<file path="config.mk">
export PLATFORM = sky130hd
export DESIGN_NAME = ddr_cmd_issuer
export DESIGN_NICKNAME = d
export VERILOG_FILES = /design/src/rtl/ddr_cmd_pkg.sv /design/src/rtl/ddr_cmd_seq.sv /design/src/rtl/ddr_cmd_launch.sv /design/src/rtl/ddr_cke_stage.sv /design/src/rtl/ddr_cmd_issuer.sv
export SDC_FILE = /design/constraint.sdc
export NUM_CORES = 1
export LEC_CHECK = 0
export CAP_MARGIN = 15
export CORE_MARGIN = 2
export CORE_UTILIZATION = 48
export DETAILED_ROUTE_END_ITERATION = 10
export GPL_TIMING_DRIVEN = 0
export HOLD_SLACK_MARGIN = 0.15
export PLACE_DENSITY = 0.91
export SLEW_MARGIN = 15
export SYNTH_ARGS = -nofsm -noshare
export SYNTH_HDL_FRONTEND = slang
export SYNTH_SLANG_ARGS = --single-unit
</file>
<file path="constraint.sdc">
create_clock -name clk -period 1.9 [get_ports clk]
set_input_delay 0.475 -clock clk [delete_from_list [all_inputs] [get_ports clk]]
set_output_delay 0.475 -clock clk [all_outputs]
set_load 0.005 [all_outputs]
</file>
<file path="src/rtl/ddr_cmd_pkg.sv">
package ddr_cmd_pkg;

  // Operation code is the raw {RAS#, CAS#, WE#} pattern.
  typedef logic [2:0] cmd_code_t;

  localparam cmd_code_t CMD_IDLE = 3'b111;

  typedef enum logic {
    TIMING_1T = 1'b0,
    TIMING_2T = 1'b1
  } cmd_timing_e;

endpackage

</file>
<file path="src/rtl/ddr_cmd_seq.sv">
module ddr_cmd_seq
  import ddr_cmd_pkg::*;
#(
  parameter int ADDR_W = 15,
  parameter int BANK_W = 2,
  parameter int RANK_W = 1
) (
  input  logic              clk,
  input  logic              rst,
  input  logic              in_valid,
  output logic              in_ready,
  input  cmd_code_t         in_op,
  input  logic [ADDR_W-1:0] in_addr,
  input  logic [BANK_W-1:0] in_bank,
  input  logic [RANK_W-1:0] in_rank,
  input  logic              in_mode,
  output logic [ADDR_W-1:0] q_addr,
  output logic [BANK_W-1:0] q_bank,
  output cmd_code_t         q_op,
  output logic [RANK_W-1:0] q_rank,
  output logic              q_fire
);

  cmd_timing_e mode_q;
  logic        hold_q;   // high during the first cycle of a 2T window
  logic        accept;

  assign in_ready = !hold_q;
  assign accept   = in_valid && !hold_q;

  always_ff @(posedge clk) begin
    if (rst) begin
      mode_q <= TIMING_1T;
      hold_q <= 1'b0;
      q_addr <= '0;
      q_bank <= '0;
      q_op   <= CMD_IDLE;
      q_rank <= '0;
      q_fire <= 1'b0;
    end else if (hold_q) begin
      // Second cycle of the window: lines held, strobe now.
      hold_q <= 1'b0;
      q_fire <= 1'b1;
    end else begin
      mode_q <= cmd_timing_e'(in_mode);
      if (accept) begin
        q_addr <= in_addr;
        q_bank <= in_bank;
        q_op   <= in_op;
        q_rank <= in_rank;
        hold_q <= (mode_q == TIMING_2T);
        q_fire <= (mode_q == TIMING_1T);
      end else begin
        q_op   <= CMD_IDLE;
        q_fire <= 1'b0;
      end
    end
  end

endmodule

</file>
<file path="src/rtl/ddr_cmd_launch.sv">
module ddr_cmd_launch
  import ddr_cmd_pkg::*;
#(
  parameter int ADDR_W = 15,
  parameter int BANK_W = 2,
  parameter int RANKS  = 2,
  parameter int RANK_W = 1
) (
  input  logic              clk,
  input  logic              rst,
  input  logic [ADDR_W-1:0] q_addr,
  input  logic [BANK_W-1:0] q_bank,
  input  cmd_code_t         q_op,
  input  logic [RANK_W-1:0] q_rank,
  input  logic              q_fire,
  output logic [ADDR_W-1:0] bus_addr,
  output logic [BANK_W-1:0] bus_ba,
  output logic              bus_ras_n,
  output logic              bus_cas_n,
  output logic              bus_we_n,
  output logic [RANKS-1:0]  bus_cs_n
);

  logic [RANKS-1:0] rank_hit;

  for (genvar r = 0; r < RANKS; r++) begin : g_rank_dec
    assign rank_hit[r] = q_fire && (q_rank == RANK_W'(r));
  end

  // Falling-edge launch centres the lines on the DRAM's rising sample edge.
  always_ff @(negedge clk) begin
    if (rst) begin
      bus_addr  <= '0;
      bus_ba    <= '0;
      bus_ras_n <= 1'b1;
      bus_cas_n <= 1'b1;
      bus_we_n  <= 1'b1;
      bus_cs_n  <= '1;
    end else begin
      bus_addr  <= q_addr;
      bus_ba    <= q_bank;
      bus_ras_n <= q_op[2];
      bus_cas_n <= q_op[1];
      bus_we_n  <= q_op[0];
      bus_cs_n  <= ~rank_hit;
    end
  end

endmodule

</file>
<file path="src/rtl/ddr_cke_stage.sv">
module ddr_cke_stage (
  input  logic clk,
  input  logic rst,
  input  logic cke_in,
  output logic cke_out
);

  always_ff @(negedge clk) begin
    if (rst) cke_out <= 1'b0;
    else     cke_out <= cke_in;
  end

endmodule

</file>
<file path="src/rtl/ddr_cmd_issuer.sv">
module ddr_cmd_issuer
  import ddr_cmd_pkg::*;
#(
  parameter  int ADDR_W = 15,
  parameter  int BANK_W = 2,
  parameter  int RANKS  = 2,
  localparam int RANK_W = (RANKS > 1) ? $clog2(RANKS) : 1
) (
  input  logic              clk,
  input  logic              rst,
  input  logic              cmd_valid,
  output logic              cmd_ready,
  input  logic [2:0]        cmd_op,
  input  logic [ADDR_W-1:0] cmd_addr,
  input  logic [BANK_W-1:0] cmd_bank,
  input  logic [RANK_W-1:0] cmd_rank,
  input  logic              mode_2t,
  input  logic              cke_req,
  output logic [ADDR_W-1:0] dram_addr,
  output logic [BANK_W-1:0] dram_ba,
  output logic              dram_ras_n,
  output logic              dram_cas_n,
  output logic              dram_we_n,
  output logic [RANKS-1:0]  dram_cs_n,
  output logic              dram_cke
);

  logic [ADDR_W-1:0] s_addr;
  logic [BANK_W-1:0] s_bank;
  cmd_code_t         s_op;
  logic [RANK_W-1:0] s_rank;
  logic              s_fire;

  ddr_cmd_seq #(
    .ADDR_W (ADDR_W),
    .BANK_W (BANK_W),
    .RANK_W (RANK_W)
  ) u_seq (
    .clk      (clk),
    .rst      (rst),
    .in_valid (cmd_valid),
    .in_ready (cmd_ready),
    .in_op    (cmd_op),
    .in_addr  (cmd_addr),
    .in_bank  (cmd_bank),
    .in_rank  (cmd_rank),
    .in_mode  (mode_2t),
    .q_addr   (s_addr),
    .q_bank   (s_bank),
    .q_op     (s_op),
    .q_rank   (s_rank),
    .q_fire   (s_fire)
  );

  ddr_cmd_launch #(
    .ADDR_W (ADDR_W),
    .BANK_W (BANK_W),
    .RANKS  (RANKS),
    .RANK_W (RANK_W)
  ) u_launch (
    .clk       (clk),
    .rst       (rst),
    .q_addr    (s_addr),
    .q_bank    (s_bank),
    .q_op      (s_op),
    .q_rank    (s_rank),
    .q_fire    (s_fire),
    .bus_addr  (dram_addr),
    .bus_ba    (dram_ba),
    .bus_ras_n (dram_ras_n),
    .bus_cas_n (dram_cas_n),
    .bus_we_n  (dram_we_n),
    .bus_cs_n  (dram_cs_n)
  );

  ddr_cke_stage u_cke (
    .clk     (clk),
    .rst     (rst),
    .cke_in  (cke_req),
    .cke_out (dram_cke)
  );

endmodule

</file>
-- Word level (Yosys, flattened, before mapping)
Index checks and enable logic that the tools add are counted.
Widths: inputs -> output; s select.
- register bits after elaboration: 47
- logic and storage cells: 28
- bits of input ports: 26
- output and inout port bits: 24
- bitwise gates (word level): 5
- multiplexer cells: 3
- reduce and logical (&&, ||, !) cells: 6
- operators with widths (operator ; number):
    $not 1->1 ; 4
    $logic_and 1x1->1 ; 3
    $mux 3 ; 1
    $reduce_or 3->1 ; 1
    $mux 1 ; 2
    $not 2->2 ; 1
    $reduce_and 2->1 ; 1
    $logic_not 1->1 ; 1

-- Depth between registers and ports, before layout
- word-level depth: 4
- mapped depth: 4
- gate-level depth less buffers: 2

-- Cells and area by module
Synthesis repeated with hierarchy kept, for this count alone.
- cells, all modules: 155
- area total of the unflattened synthesis: 1689.1 µm²
- by module, submodules not included (module ; sequential area each (µm²) ; times used ; cells an instance ; area each (µm²)):
    ddr_cmd_seq ; 480.5 ; 1 ; 105 ; 1048.5
    ddr_cmd_launch ; 440.4 ; 1 ; 47 ; 603.1
    ddr_cke_stage ; 20.0 ; 1 ; 3 ; 37.5

==> summary.md <==
| Metric | Value |
|---|---|
| Max rail drop VDD | 0.0004457 V |
| Slew Limit Fails | 0 |
| Port Buffers | 48 |
| Die area | 3809 um2 |
| CTS tree | yes |
| Top cells by count, synth | 47 x dfxtp_1, 36 x nor2b_1, 9 x mux2_2 |
| Relative slew slack | 0.8698 |
| First-pass GRT wire length | 4761 um |
| Hold-fix buffers, CTS | 0 |
| Sequential fraction of the synthesis area | 0.5884 |
| Distinct cells, synth | 23 |
| Buf/Inv on CP | 1 |
| Setup Viol. Count Final | 23 |
| Crit path to | dram_cke |
| # DRC | 0 |
| Status | finished, violations left |
| CP startpoint | u_cke.cke_out |
| Nets | 234 |
| WL per Instance | 12.27 um |
| Drt total wl | 3105 um |
| Worst EP required | 1.42 ns |
| Die H | 61.72 um |
| Worst skew pair latency | 0.43 ns |
| Final std cells w/o fill | 253 |
| Final hold violation count | 0 |
| Placed cell count | 223 |
| Reg2Reg Capture Point | u_launch.bus_cs_n[0] |
| Max FO, Critical Path | 1 |
| Worst-Margin Slew | 0.1946 ns |
| Min-Delay Startpoint | rst |
| Share of cells above drive strength 1 | 0.3397 |
| Drt first pass iters | 4 |
| Reg2reg start | u_seq.q_rank |
| CTS buffer count | 5 |
| Gr ovfl total | 0 |
| Initial Utilization | 0.5153 |
| Antenna-violating nets left | 0 |
| Clk slew on worst S/H paths | 0.14 ns |
| HPWL Detailed | 2123 um |
| Most numerous cell in the Yosys netlist | dfxtp_1 |
| Leading area contributor after synthesis | dfxtp_1 |
| CP Launch Type | register |
| Clk sinks | 47 |
| CP cell instances | buf_6 |
| Vias per cell | 4.439 |
| Total global routing track utilization | 0.1806 |
| Drt initial violations | 23 |
| Reg2reg setup slack | 0.13 ns |
| Initial antenna violation count | 0 |
| ANT cells | 0 |
| TNS Setup | -7.973 ns |
| Critical path type | register to output pin |
| Vias in the first global route | 1149 |
| # fillers | 225 |
| Top Ports | 50 |
| Failing checks | setup timing |
| Post-CTS Setup Repair Bufs | 0 |
| Synthesized area | 1599 um2 |
| Via count | 1123 |
| Max incr delay on CP | 0.32 ns |
| Mapped Nets | 157 |
| Final GP Congestion | 0.7425 |
| Top cells by area, synth | dfxtp_1 59%, nor2b_1 14%, mux2_4 7.5% |
| Power Total | 1.943 mW |
| Skew final | 0.05966 ns |
| Area Overhead vs Synth | 41.24% |
| RSZ-0062 raised after global routing | yes |
| Worst r2r path cells | 1 |
| Static Leak | 1.052 nW |
| EDFF count, synth | 0 |
| Post-CTS Resized | 98 |
| Cell Rows | 20 |
| Element type at the critical path end | output pin |
| Pin count of the biggest net entering global routing | 14 |
| Core Area | 3103 um2 |
| Slowest cell on crit path | dfxtp_2 |
| Syn avg cell area | 12.21 um2 |
| Fin area | 2258 um2 |
| H-tree Lvls | 2 |
| Power density over cell area | 860.3 nW/um2 |
| Async set-or-reset flop fraction in the synthesized netlist | 0 |
| Synth top area share | 0.5884 |
| Fin worst setup slack | -0.3832 ns |
| Worst path arrival time | 1.81 ns |
| Clock tree buffer depth | 2 |
| Largest delay share family, worst path | flip-flops |
| Synthesis Warnings | 0 |
| Clock root cell | clkbuf_4 |
| Max-Cap Viols | 0 |
| Hold Crit Class | primary input to register |
| DP Area | 2180 um2 |
| Width of the chip | 61.72 um |
| Critical path depth | 1 |
| #FFs+latches synth | 47 |
| Mapped Cells | 131 |
| Predominant post-synthesis flop cell | dfxtp_1 |
## final cells by class
class	instances	area, um2	area share
sequential	47	953.4	0.4222
multi-input combinational	73	595.6	0.2637
tap	44	55.05	0.02438
inverter	3	11.26	0.004986
clock inverter	25	96.34	0.04266
clock buffer	6	51.30	0.02271
buffer	7	92.59	0.04100
timing repair buffer	48	402.9	0.1784
## flip-flops by register name, summed over array words and instances (netlist names)
| register | cells |
|---|---|
| u_cke.cke_out | 1 |
| u_launch.bus_we_n | 1 |
| u_seq.q_addr | 15 |
| u_seq.mode_q | 1 |
| u_launch.bus_ras_n | 1 |
| u_seq.q_rank | 1 |
| u_launch.bus_cs_n | 2 |
| u_launch.bus_cas_n | 1 |
| u_launch.bus_ba | 2 |
| u_launch.bus_addr | 15 |
| u_seq.q_op | 3 |
| u_seq.q_bank | 2 |
| u_seq.hold_q | 1 |
| u_seq.q_fire | 1 |
## cells by family (layout without fill, tap and decap cells)
family,count (synthesis),count (layout),synth area share
and+or+nand+nor,50,50,0.2034
buffers and inverters,11,89,0.04381
DFF,47,47,0.5884
AOI/OAI and AO/OA,5,5,0.01956
muxes,18,18,0.1448
## power by group
part           leakage (nW)  internal [mW]  switching, mW
clock network         0.157          0.238          0.448
logic                 0.509          0.138         0.0668
registers             0.387           1.04         0.0149
total                  1.05           1.41          0.530
## through the flow
step           utilization  worst slack (ns)  hold WS, ns
5_1_grt             0.7278           -0.4160       0.4188
2_1_floorplan            -           -0.1297       0.4622
3_3_place_gp        0.7024           -0.3202       0.4764
3_5_place_dp        0.7024           -0.3373       0.5045
4_1_cts             0.7141           -0.3783       0.4163
6_report            0.7278           -0.3832       0.4151
## layout by cell type, fill, tap and decap left out, types with 2 or more instances in the layout
master	n
clkdlybuf4s50_1	25
clkbuf_4	5
buf_6	8
nor3b_1	2
mux2_4	8
nor2_1	2
dfxtp_1	37
mux2_2	9
nor2b_1	36
nand2b_1	2
inv_1	26
a31oi_1	2
buf_2	19
dfxtp_2	10
or2_4	2
## metal layers
metal / GRT usage / share of wire
met2: 0.3188 / 0.53
met3: 0.05383 / 0.055
met4: 0.1185 / 0.017
met1: 0.1837 / 0.40
met5: 0 / 0
## how the worst min path moves through the flow
stage | end | slack (ns) | depth (start not counted)
CTS | u_seq.q_fire | 0.42 | 3
floorplan | u_seq.q_rank | 0.46 | 2
detailed placement | u_seq.q_rank | 0.50 | 2
global placement | u_seq.q_rank | 0.48 | 2
global route | u_seq.q_fire | 0.42 | 3
finish | u_seq.q_fire | 0.42 | 3
Power figures use the tool's default switching activity.
